==> src/rtl/flash_poll_pkg.sv <==
package flash_poll_pkg;
  localparam int unsigned POLL_BIT   = 7;
  localparam int unsigned TOGGLE_BIT = 6;

  localparam logic [1:0] MODE_DPOLL  = 2'b00;
  localparam logic [1:0] MODE_TOGGLE = 2'b01;

  typedef enum logic [1:0] {
    ST_IDLE,
    ST_REQ,
    ST_GAP,
    ST_RBWAIT
  } poll_state_e;
endpackage

==> src/rtl/fp_sync.sv <==
module fp_sync #(
  parameter int unsigned STAGES = 2
) (
  input  logic clk_i,
  input  logic rst_ni,
  input  logic d_i,
  output logic q_o
);
  logic [STAGES-1:0] pipe_q;

  generate
    if (STAGES == 1) begin : g_one
      always_ff @(posedge clk_i or negedge rst_ni) begin
        if (!rst_ni) pipe_q <= '0;
        else         pipe_q <= d_i;
      end
    end else begin : g_many
      always_ff @(posedge clk_i or negedge rst_ni) begin
        if (!rst_ni) pipe_q <= '0;
        else         pipe_q <= {pipe_q[STAGES-2:0], d_i};
      end
    end
  endgenerate

  assign q_o = pipe_q[STAGES-1];
endmodule

==> src/rtl/fp_status_eval.sv <==
module fp_status_eval
  import flash_poll_pkg::*;
#(
  parameter int unsigned DW = 16
) (
  input  logic [DW-1:0] data_i,
  input  logic          toggle_mode_i,
  input  logic          erase_i,
  input  logic          exp_bit_i,
  input  logic          prev_valid_i,
  input  logic          prev_bit_i,
  input  logic          confirm_i,
  output logic          hit_o,
  output logic          finish_o
);
  logic dp_hit, tg_hit;

  always_comb begin
    // erase drives bit 7 to 1 when finished; program drives it to the true data
    dp_hit   = erase_i ? data_i[POLL_BIT] : (data_i[POLL_BIT] == exp_bit_i);
    tg_hit   = prev_valid_i && (data_i[TOGGLE_BIT] == prev_bit_i);
    hit_o    = toggle_mode_i ? tg_hit : dp_hit;
    finish_o = toggle_mode_i ? tg_hit : (dp_hit && confirm_i);
  end
endmodule

==> src/rtl/fp_poll_counter.sv <==
module fp_poll_counter #(
  parameter int unsigned CW = 16
) (
  input  logic          clk_i,
  input  logic          rst_ni,
  input  logic          clear_i,
  input  logic          tick_i,
  input  logic [CW-1:0] limit_i,
  output logic          expire_o
);
  localparam int unsigned XW = CW + 1;

  logic [CW-1:0] cnt_q;
  logic [XW-1:0] cnt_next;

  assign cnt_next = {1'b0, cnt_q} + XW'(1);
  // zero limit expires on the first tick, same as a limit of one
  assign expire_o = cnt_next >= {1'b0, limit_i};

  always_ff @(posedge clk_i or negedge rst_ni) begin
    if (!rst_ni)                 cnt_q <= '0;
    else if (clear_i)            cnt_q <= '0;
    else if (tick_i && !expire_o) cnt_q <= cnt_next[CW-1:0];
  end
endmodule

==> src/rtl/flash_poll_ctrl.sv <==
module flash_poll_ctrl
  import flash_poll_pkg::*;
#(
  parameter int unsigned AW          = 22,
  parameter int unsigned DW          = 16,
  parameter int unsigned CW          = 16,
  parameter int unsigned SYNC_STAGES = 2
) (
  input  logic          clk_i,
  input  logic          rst_ni,
  input  logic          start_i,
  input  logic          op_i,
  input  logic [1:0]    mode_i,
  input  logic [AW-1:0] addr_i,
  input  logic [DW-1:0] exp_data_i,
  input  logic [CW-1:0] max_polls_i,
  output logic          rd_req_o,
  output logic [AW-1:0] rd_addr_o,
  input  logic          rd_ack_i,
  input  logic [DW-1:0] rd_data_i,
  input  logic          ready_i,
  output logic          busy_o,
  output logic          done_o,
  output logic          timeout_o
);
  poll_state_e   state_q, state_d;
  logic [1:0]    mode_q;
  logic          erase_q, exp_bit_q;
  logic [AW-1:0] addr_q;
  logic [CW-1:0] limit_q;
  logic          confirm_q, prev_valid_q, prev_bit_q;
  logic          done_q, timeout_q;

  logic rdy_sync, accept, ack, poll_tick, expire;
  logic hit, eval_finish, finish_ok, finish_to;

  fp_sync #(.STAGES(SYNC_STAGES)) u_rdy_sync (
    .clk_i (clk_i),
    .rst_ni(rst_ni),
    .d_i   (ready_i),
    .q_o   (rdy_sync)
  );

  fp_status_eval #(.DW(DW)) u_eval (
    .data_i       (rd_data_i),
    .toggle_mode_i(mode_q == MODE_TOGGLE),
    .erase_i      (erase_q),
    .exp_bit_i    (exp_bit_q),
    .prev_valid_i (prev_valid_q),
    .prev_bit_i   (prev_bit_q),
    .confirm_i    (confirm_q),
    .hit_o        (hit),
    .finish_o     (eval_finish)
  );

  fp_poll_counter #(.CW(CW)) u_cnt (
    .clk_i   (clk_i),
    .rst_ni  (rst_ni),
    .clear_i (accept),
    .tick_i  (poll_tick),
    .limit_i (limit_q),
    .expire_o(expire)
  );

  assign accept    = start_i && (state_q == ST_IDLE);
  assign ack       = (state_q == ST_REQ) && rd_ack_i;
  assign poll_tick = ack || ((state_q == ST_RBWAIT) && !rdy_sync);
  // completion on the last allowed poll beats the timeout
  assign finish_ok = (ack && eval_finish) || ((state_q == ST_RBWAIT) && rdy_sync);
  assign finish_to = poll_tick && expire && !finish_ok;

  always_comb begin
    state_d = state_q;
    unique case (state_q)
      ST_IDLE:   if (accept) state_d = mode_i[1] ? ST_RBWAIT : ST_REQ;
      ST_REQ:    if (ack) state_d = (finish_ok || finish_to) ? ST_IDLE : ST_GAP;
      ST_GAP:    state_d = ST_REQ;
      ST_RBWAIT: if (finish_ok || finish_to) state_d = ST_IDLE;
      default:   state_d = ST_IDLE;
    endcase
  end

  always_ff @(posedge clk_i or negedge rst_ni) begin
    if (!rst_ni) begin
      state_q      <= ST_IDLE;
      mode_q       <= MODE_DPOLL;
      erase_q      <= 1'b0;
      exp_bit_q    <= 1'b0;
      addr_q       <= '0;
      limit_q      <= '0;
      confirm_q    <= 1'b0;
      prev_valid_q <= 1'b0;
      prev_bit_q   <= 1'b0;
      done_q       <= 1'b0;
      timeout_q    <= 1'b0;
    end else begin
      state_q <= state_d;
      done_q  <= finish_ok || finish_to;
      if (accept) begin
        mode_q       <= mode_i;
        erase_q      <= op_i;
        exp_bit_q    <= exp_data_i[POLL_BIT];
        addr_q       <= addr_i;
        limit_q      <= max_polls_i;
        confirm_q    <= 1'b0;
        prev_valid_q <= 1'b0;
        prev_bit_q   <= 1'b0;
        timeout_q    <= 1'b0;
      end else begin
        if (ack) begin
          confirm_q    <= (mode_q == MODE_DPOLL) && hit;
          prev_valid_q <= 1'b1;
          prev_bit_q   <= rd_data_i[TOGGLE_BIT];
        end
        if (finish_to) timeout_q <= 1'b1;
      end
    end
  end

  assign rd_req_o  = (state_q == ST_REQ);
  assign rd_addr_o = addr_q;
  assign busy_o    = (state_q != ST_IDLE);
  assign done_o    = done_q;
  assign timeout_o = timeout_q;
endmodule

==> config.mk <==
export PLATFORM = sky130hd
export DESIGN_NAME = flash_poll_ctrl
export DESIGN_NICKNAME = d
export VERILOG_FILES = /design/src/rtl/flash_poll_pkg.sv /design/src/rtl/fp_sync.sv /design/src/rtl/fp_status_eval.sv /design/src/rtl/fp_poll_counter.sv /design/src/rtl/flash_poll_ctrl.sv
export SDC_FILE = /design/constraint.sdc
export NUM_CORES = 1
export LEC_CHECK = 0
export BUFFER_PORTS_ARGS = -buffer_cell sky130_fd_sc_hd__buf_2
export CAP_MARGIN = 20
export CORE_MARGIN = 2
export CORE_UTILIZATION = 55
export DETAILED_ROUTE_END_ITERATION = 8
export GPL_TIMING_DRIVEN = 1
export PLACE_DENSITY = 0.85
export SLEW_MARGIN = 0
export SYNTH_ARGS = -nofsm -noshare
export SYNTH_HDL_FRONTEND = slang
export SYNTH_SLANG_ARGS = --single-unit
==> constraint.sdc <==
create_clock -name clk_i -period 7.9 [get_ports clk_i]
set_clock_uncertainty 0.05 [all_clocks]
set_input_delay 0 -clock clk_i [delete_from_list [all_inputs] [get_ports clk_i]]
set_output_delay 0 -clock clk_i [all_outputs]
set_load 0.02 [all_outputs]
==> summary.txt, run 1 <==
Route
  • Vias after detailed routing: 2,888
  • DRC violation total after the first TritonRoute iteration: 194
  • DRC violations left: 0
  • Residual antenna-violating net count after detailed routing: 0
  • Count of TritonRoute iterations in the first routing pass: 4
  • Routed WL: 7531 microns
  • Routed wire per std cell: 13.24 microns
  • Vias per std cell: 5.076

STA
  • Slew at the pin with the worst max-slew slack: 1.057 ns
  • Worst hold slack across all endpoints: 0.1610 ns
  • Final critical-path setup slack: 4.125 ns
  • Fin Setup TNS: 0 ns
  • Final period util: 47.78%
  • Achievable Freq: 0.2649 GHz
  • Minimum period implied by the final worst setup slack: 3.775 ns
  • Max-slew violation count: 0
  • Total setup violations reported at the end of the flow: 0
  • Final Hold Viols: 0
  • Setup repair after global routing missed its margin: no
  • Worst-case headroom to the max-slew limit: 29.54%

Run status
  • Status: complete, no violations

Placed design
  • Placer's final routability congestion estimate: 0.8527
  • Worst setup slack before clock tree synthesis: 4.157 ns
  • Dpl cell area: 3772 sq um
  • DP Cell Count: 505
  • Number of buffer cells added on primary ports: 74
  • HPWL after detailed placement: 4610 microns

Cells and area
  • Post-route cell area: 4444 sq um
  • Layout area overhead: 33.43%
  • Final nets: 584
  • Most common library cell in the layout ignoring fill and taps: sky130_fd_sc_hd__nand2_1
  • Most frequent cells in the layout: sky130_fd_sc_hd__nand2_1 (121), sky130_fd_sc_hd__buf_2 (74), sky130_fd_sc_hd__dfrtp_1 (67)
  • FF/Latch Area: 1677 sq um
  • Area taken by multi-input logic gates: 1519 sq um
  • Number of antenna cells inserted: 0
  • Fraction of layout instances using a drive strength above 1: 21.46%
  • Final standard cell count with taps included and fillers excluded: 569
  • Total of fill cells in the finished design: 413

GRT
  • Via count of the first global-routing pass: 2,895
  • Overflow left after global routing: 0
  • Total global routing track utilization: 24.44%
  • Antenna violations before repair: 0
  • Global-route wire length before repair: 12,520 microns
  • Largest net degree at the start of global routing: 68

Worst setup path
  • Data arrival time of the critical path: 3.94 ns
  • Required time of the worst setup path: 8.06 ns
  • Type of the setup path with the least slack: flop to flop
  • Startpoint Class: flop
  • Maximum fanout encountered on the critical timing path: 14
  • CP Capture Type: flop

CTS
  • Clock buffer count from CTS: 9
  • Clock tree from TritonCTS: built
  • Clock slew at the register clock pins of the worst setup and hold paths: 0.07 ns
  • CTS root buffer: sky130_fd_sc_hd__clkbuf_8
  • Insertion delay to the later sink of the worst-skew pair: 0.33 ns
  • Worst-case clock buffer depth: 2
  • Clk sink count: 67
  • CTS H-tree lvls: 3
  • Post-CTS Setup Bufs: 0

Die
  • Count of standard-cell rows: 28
  • Initial standard-cell utilization of the core: 56.59%
  • Die area: 6695 sq um
  • Floorplan die height: 81.82 microns
  • Placeable Area: 5886 sq um
  • # IOs: 104
  • Chip width: 81.82 microns

Logic synthesis
  • Post-Synthesis Net Count: 460
  • Main flop type after synthesis: sky130_fd_sc_hd__dfrtp_1
  • Number of distinct library cells after synthesis: 41
  • Cell Area, Synth: 3331 sq um
  • Cells after synthesis: 365
  • Most area-hungry cell type in the Yosys netlist: sky130_fd_sc_hd__dfrtp_1
  • Sequential area share after synthesis: 50.34%
  • Synth top area cells: sky130_fd_sc_hd__dfrtp_1 (50%), sky130_fd_sc_hd__nand2_1 (14%), sky130_fd_sc_hd__ha_1 (6.4%)
  • Synth Warn #: 0
  • Number of enable flip-flop cells after synthesis: 0
  • Top-area cell type share of the netlist area: 50.34%
  • Mean post-synth cell area: 9.125 sq um
  • Synth async-reset ratio: 100.0%
  • Register bit count reported by yosys: 67

Power
  • Pleak: 2.298 nW
  • Ratio of total power to cell area: 328.8 nW/um^2
  • Peak supply drop: 0.2227 mV

Worst hold path
  • Kind of path behind the tightest hold check: input pin to flop

Job
  • Max capacitance violation total: 0
## stage by stage
stage	power (mW)	utilization, %
2_1_floorplan	0.9875	-
3_3_place_gp	1.139	64.09
3_5_place_dp	1.173	64.09
4_1_cts	1.468	75.51
5_1_grt	1.580	75.51
6_report	1.461	75.51
## layout make-up
type / instances / area share [%]
Clock buffer: 15 / 4.195
Timing Repair Buffer: 125 / 19.65
Sequential cell: 67 / 37.73
Tap cell: 75 / 2.111
Multi-Input combinational cell: 262 / 34.18
Inverter: 24 / 2.027
Clock inverter: 1 / 0.1126
## final timing paths
check / startpoint / end / slack, ns / depth (start not counted)
max: u_cnt.cnt_q[0] / u_cnt.cnt_q[6] / 4.13 / 13
min: start_i / state_q[0] / 0.16 / 6
max reg2reg: u_cnt.cnt_q[0] / u_cnt.cnt_q[6] / 4.13 / 13
min reg2reg: u_rdy_sync.pipe_q[0] / u_rdy_sync.pipe_q[1] / 0.30 / 0
max in group asynchronous: rst_ni / limit_q[7] / 6.93 / 3
min in group asynchronous: rst_ni / rd_addr_o[21] / 0.32 / 3
## flip-flops by register name, indices dropped and copies added (netlist names)
register           cells
limit_q               16
u_cnt.cnt_q           16
u_rdy_sync.pipe_q      2
rd_addr_o             22
state_q                2
erase_q                1
timeout_o              1
confirm_q              1
exp_bit_q              1
prev_bit_q             1
prev_valid_q           1
mode_q                 2
done_o                 1
## cell usage after synthesis, types with 2 or more instances
library cell,count
sky130_fd_sc_hd__o21ai_0,22
sky130_fd_sc_hd__clkbuf_1,11
sky130_fd_sc_hd__nand3_1,10
sky130_fd_sc_hd__xnor2_1,7
sky130_fd_sc_hd__a211oi_1,2
sky130_fd_sc_hd__nand2b_1,2
sky130_fd_sc_hd__a21oi_1,7
sky130_fd_sc_hd__o21a_1,2
sky130_fd_sc_hd__o31ai_1,4
sky130_fd_sc_hd__mux2_1,3
sky130_fd_sc_hd__nand4_1,3
sky130_fd_sc_hd__nand2_1,121
sky130_fd_sc_hd__xor2_1,5
sky130_fd_sc_hd__dfrtp_1,67
sky130_fd_sc_hd__nor3_1,4
sky130_fd_sc_hd__ha_1,17
sky130_fd_sc_hd__and2_1,10
sky130_fd_sc_hd__nor2_1,12
sky130_fd_sc_hd__inv_1,24
sky130_fd_sc_hd__mux2_2,8
sky130_fd_sc_hd__a2111o_1,3
sky130_fd_sc_hd__mux2i_1,2
## cells by family after synthesis
kind of cell    after synthesis  share of synthesized area [%]
xor+xnor                     12                          3.155
mux                          13                          4.320
simple gates                173                          22.92
compound gates               47                          8.791
fa+ha+maj                    17                          6.386
flops                        67                          50.34
buf+inv                      36                          4.095
## worst max-delay path: stages (launching register included)
cell                       delay (ns)
sky130_fd_sc_hd__dfrtp_1         0.46
sky130_fd_sc_hd__ha_1            0.25
sky130_fd_sc_hd__nand2_1         0.11
sky130_fd_sc_hd__nor4_1          0.44
sky130_fd_sc_hd__nand4_1         0.18
sky130_fd_sc_hd__xnor2_1         0.22
sky130_fd_sc_hd__ha_1            0.28
sky130_fd_sc_hd__nand3_1         0.13
sky130_fd_sc_hd__nor3_1          0.08
sky130_fd_sc_hd__a221oi_1        0.30
sky130_fd_sc_hd__nand2_1         0.22
sky130_fd_sc_hd__nor3_2          0.27
sky130_fd_sc_hd__buf_4           0.29
sky130_fd_sc_hd__mux2_2          0.37
## per-layer routing
metal / GRT usage (%) / vias up / wire [microns] / part of all wire [%]
met4: 7.833 / 0 / 89 / 1.2
met1: 28.91 / 1345 / 3238 / 43
li1: - / 1447 / - / -
met2: 44.31 / 86 / 3818 / 51
met5: 0 / - / 0 / 0
met3: 4.945 / 10 / 384 / 5.1
## power breakdown
| group | internal (mW) | switching, mW |
|---|---|---|
| combinational | 0.246 | 0.380 |
| clock | 0.148 | 0.120 |
| sequential | 0.481 | 0.0861 |
| total | 0.875 | 0.586 |
## what timing repair did
action,CTS,global route
endpoints found under the hold margin,114,0
hold buffers,48,0
gates resized for setup,0,0
No activity file was read; power rests on OpenSTA's default activity.
==> run 2, diff against run 1 <==
--- a/config.mk
+++ b/config.mk
@@ -8,10 +8,10 @@
 export BUFFER_PORTS_ARGS = -buffer_cell sky130_fd_sc_hd__buf_2
 export CAP_MARGIN = 20
 export CORE_MARGIN = 2
-export CORE_UTILIZATION = 55
+export CORE_UTILIZATION = 51
 export DETAILED_ROUTE_END_ITERATION = 8
 export GPL_TIMING_DRIVEN = 1
-export PLACE_DENSITY = 0.85
+export PLACE_DENSITY = 0.8
 export SLEW_MARGIN = 0
 export SYNTH_ARGS = -nofsm -noshare
 export SYNTH_HDL_FRONTEND = slang
==> constraint.sdc (replaced) <==
create_clock -name clk_i -period 3.9 [get_ports clk_i]
set_clock_uncertainty 0.05 [all_clocks]
set_input_delay 0 -clock clk_i [delete_from_list [all_inputs] [get_ports clk_i]]
set_output_delay 0 -clock clk_i [all_outputs]
set_load 0.02 [all_outputs]
==> run 2 against run 1 <==
Effect of this change: first-iteration DRC count is 37% lower; clock power grew to 2.7 times the previous value; largest power group unchanged; critical endpoint is now u_cnt.cnt_q[14]; cell area increased by 2.5%; critical path type unchanged; register-to-register slack got worse by 3.8 ns; power grew 120%; die area grew 7.5%; worst hold slack worse by 0.022 ns; final cell count up 0.88%; maximum frequency grew 6.8%.
==> summary.txt, run 2 (same netlist as run 1, synthesis figures left out) <==
Cells and area
  • Most common library cell in the layout ignoring fill and taps: sky130_fd_sc_hd__nand2_1
  • Core utilization of the finished layout: 71.76%
  • Number of antenna cells inserted: 0
  • Max reg flops: 22
  • Post-route cell area: 4557 sq um
  • Final nets: 587
  • Final standard cell count with taps included and fillers excluded: 574
  • Layout area overhead: 36.81%
  • Fraction of layout instances using a drive strength above 1: 22.54%
  • Most frequent cells in the layout: sky130_fd_sc_hd__nand2_1 (121), sky130_fd_sc_hd__buf_2 (74), sky130_fd_sc_hd__dfrtp_1 (67)

Worst hold path
  • Hold Crit Depth: 6
  • Kind of path behind the tightest hold check: input pin to flop
  • Startpoint of the lowest-slack hold path: start_i
  • Min-Delay Endpoint: state_q[0]

Run status
  • Status: complete, no violations

Route
  • Vias per std cell: 5.101
  • DRC violation total after the first TritonRoute iteration: 123
  • Routed wire per std cell: 13.56 microns
  • Count of TritonRoute iterations in the first routing pass: 4
  • DRC violations left: 0
  • Routed WL: 7785 microns
  • Residual antenna-violating net count after detailed routing: 0
  • Vias after detailed routing: 2,928

STA
  • Worst-case headroom to the max-slew limit: 42.96%
  • Max-slew violation count: 0
  • Achievable Freq: 0.2829 GHz
  • Total setup violations reported at the end of the flow: 0
  • Minimum period implied by the final worst setup slack: 3.535 ns
  • Final critical-path setup slack: 0.3650 ns
  • Final period util: 90.64%
  • Setup repair after global routing missed its margin: no
  • Slew at the pin with the worst max-slew slack: 0.8556 ns
  • Final Hold Viols: 0
  • Fin Setup TNS: 0 ns

Power
  • Peak supply drop: 0.4304 mV
  • Total internal power: 1.964 mW
  • Sw Share: 38.00%
  • Part of the power in combinational logic: 40.6%
  • Pleak: 2.350 nW
  • Psw: 1.204 mW
  • Proportion of power drawn by flip-flops and latches: 36.2%
  • Ratio of total power to cell area: 695.0 nW/um^2
  • Clk pwr share: 23.2%

Placed design
  • HPWL after detailed placement: 4824 microns
  • Placer's final routability congestion estimate: 0.8671
  • Dpl cell area: 3790 sq um
  • DP Cell Count: 509
  • Number of buffer cells added on primary ports: 74
  • Worst setup slack before clock tree synthesis: 0.2528 ns

Worst setup path
  • Worst stage delay on the critical path: 0.49 ns
  • Maximum fanout encountered on the critical timing path: 15
  • Required time of the worst setup path: 4.07 ns
  • Launch point of the worst reg-to-reg path: u_cnt.cnt_q[0]
  • CP Capture Type: flop
  • Worst R2R Path Depth: 13
  • Slack of the worst reg-to-reg path: 0.36 ns
  • Data arrival time of the critical path: 3.71 ns
  • Capturing point of the worst reg2reg path: u_cnt.cnt_q[14]
  • Type of the setup path with the least slack: flop to flop
  • Cell with the largest stage delay on the worst path: sky130_fd_sc_hd__dfrtp_1
  • Startpoint Class: flop
  • Series of cell instances along the critical path: ha_1, nand2_1, nor4_2, nand4_1, xnor2_1, ha_1, nand3_1, nor3_1, a221oi_1, nand2_1, nor3_2, buf_4, mux2_2

GRT
  • Global-route wire length before repair: 13,230 microns
  • Via count of the first global-routing pass: 3,085
  • Largest net degree at the start of global routing: 64
  • Antenna violations before repair: 0
  • Total global routing track utilization: 23.18%
  • Overflow left after global routing: 0

CTS
  • Clock tree from TritonCTS: built
  • CTS root buffer: sky130_fd_sc_hd__clkbuf_8
  • Clk sink count: 67
  • CTS H-tree lvls: 3
  • Worst-case clock buffer depth: 2
  • Clock buffer count from CTS: 9
  • Insertion delay to the later sink of the worst-skew pair: 0.34 ns
  • Clock slew at the register clock pins of the worst setup and hold paths: 0.07 ns

Die
  • Initial standard-cell utilization of the core: 52.45%
  • Floorplan die height: 84.82 microns
  • # IOs: 104
  • Chip width: 84.82 microns
  • Die area: 7194 sq um
  • Count of standard-cell rows: 29
  • Placeable Area: 6350 sq um

Job
  • Max capacitance violation total: 0
-- run 2: changes by cell type in the layout (fill, tap and decap cells not counted) --
cell | previous run | this run
sky130_fd_sc_hd__clkbuf_1 | 2 | 0
sky130_fd_sc_hd__bufinv_16 | 0 | 3
sky130_fd_sc_hd__nor4_2 | 0 | 1
sky130_fd_sc_hd__clkbuf_8 | 13 | 12
sky130_fd_sc_hd__nor4_1 | 1 | 0
sky130_fd_sc_hd__buf_4 | 3 | 5
sky130_fd_sc_hd__buf_12 | 0 | 1
-- run 2: through the flow --
step                hold WS [ns]  total power [mW]
finish                    0.1395             3.167
global route              0.1607             3.411
CTS                       0.1305             3.171
detailed placement       0.05933             2.384
global placement         0.06019             2.327
floorplan                -0.3456             2.000
-- run 2: worst max path at each step --
stage,start,end,slack (ns),depth (start not counted)
2_1_floorplan,u_cnt.cnt_q[2],u_cnt.cnt_q[6],0.50,12
3_3_place_gp,u_cnt.cnt_q[0],u_cnt.cnt_q[6],0.35,13
3_5_place_dp,u_cnt.cnt_q[0],u_cnt.cnt_q[12],0.25,13
4_1_cts,u_cnt.cnt_q[0],u_cnt.cnt_q[14],0.19,13
5_1_grt,u_cnt.cnt_q[0],u_cnt.cnt_q[9],0.03,13
6_report,u_cnt.cnt_q[0],u_cnt.cnt_q[14],0.36,13
-- run 2: area by class of cell --
| cell class | count | area (sq um) |
|---|---|---|
| multi-input cells | 262 | 1525 |
| clock inverters | 4 | 95.09 |
| well taps | 77 | 96.34 |
| clock buffers | 12 | 165.2 |
| fillers | 448 | 1793 |
| repair buffers | 128 | 908.4 |
| flip-flops and latches | 67 | 1677 |
| inverters | 24 | 90.09 |
-- run 2: repair_timing --
action | CTS | global route
hold buffers | 48 | 0
hold endpoints to repair | 83 | 0
gates resized for setup | 0 | 1
setup endpoints to repair | 0 | 13
setup buffers | 0 | 0
-- run 2: worst max-delay path, delay by kind of cell, from the launching register on --
kind                       cells  cell delay, ns
AOI/OAI and AO/OA              1            0.28
xor gates and xnor gates       1            0.20
adders and majority gates      2            0.53
buffers and inverters          1            0.26
DFF                            1            0.49
muxes                          1            0.36
and+or+nand+nor                7            1.24
-- run 2: routing by layer --
layer	global-route usage, %	part of all wire (%)	vias to the layer above
met5	0	0	-
met4	9.091	1.6	0
met3	5.642	5.8	12
met2	40.59	50	79
met1	27.53	43	1385
li1	-	-	1452
-- run 2: power by group through the flow --
stage	clock network, mW	logic [mW]	registers [mW]
2_1_floorplan	0	0.736	1.26
3_3_place_gp	0	1.19	1.14
3_5_place_dp	0	1.23	1.15
4_1_cts	0.749	1.28	1.15
5_1_grt	0.779	1.45	1.18
6_report	0.735	1.29	1.15
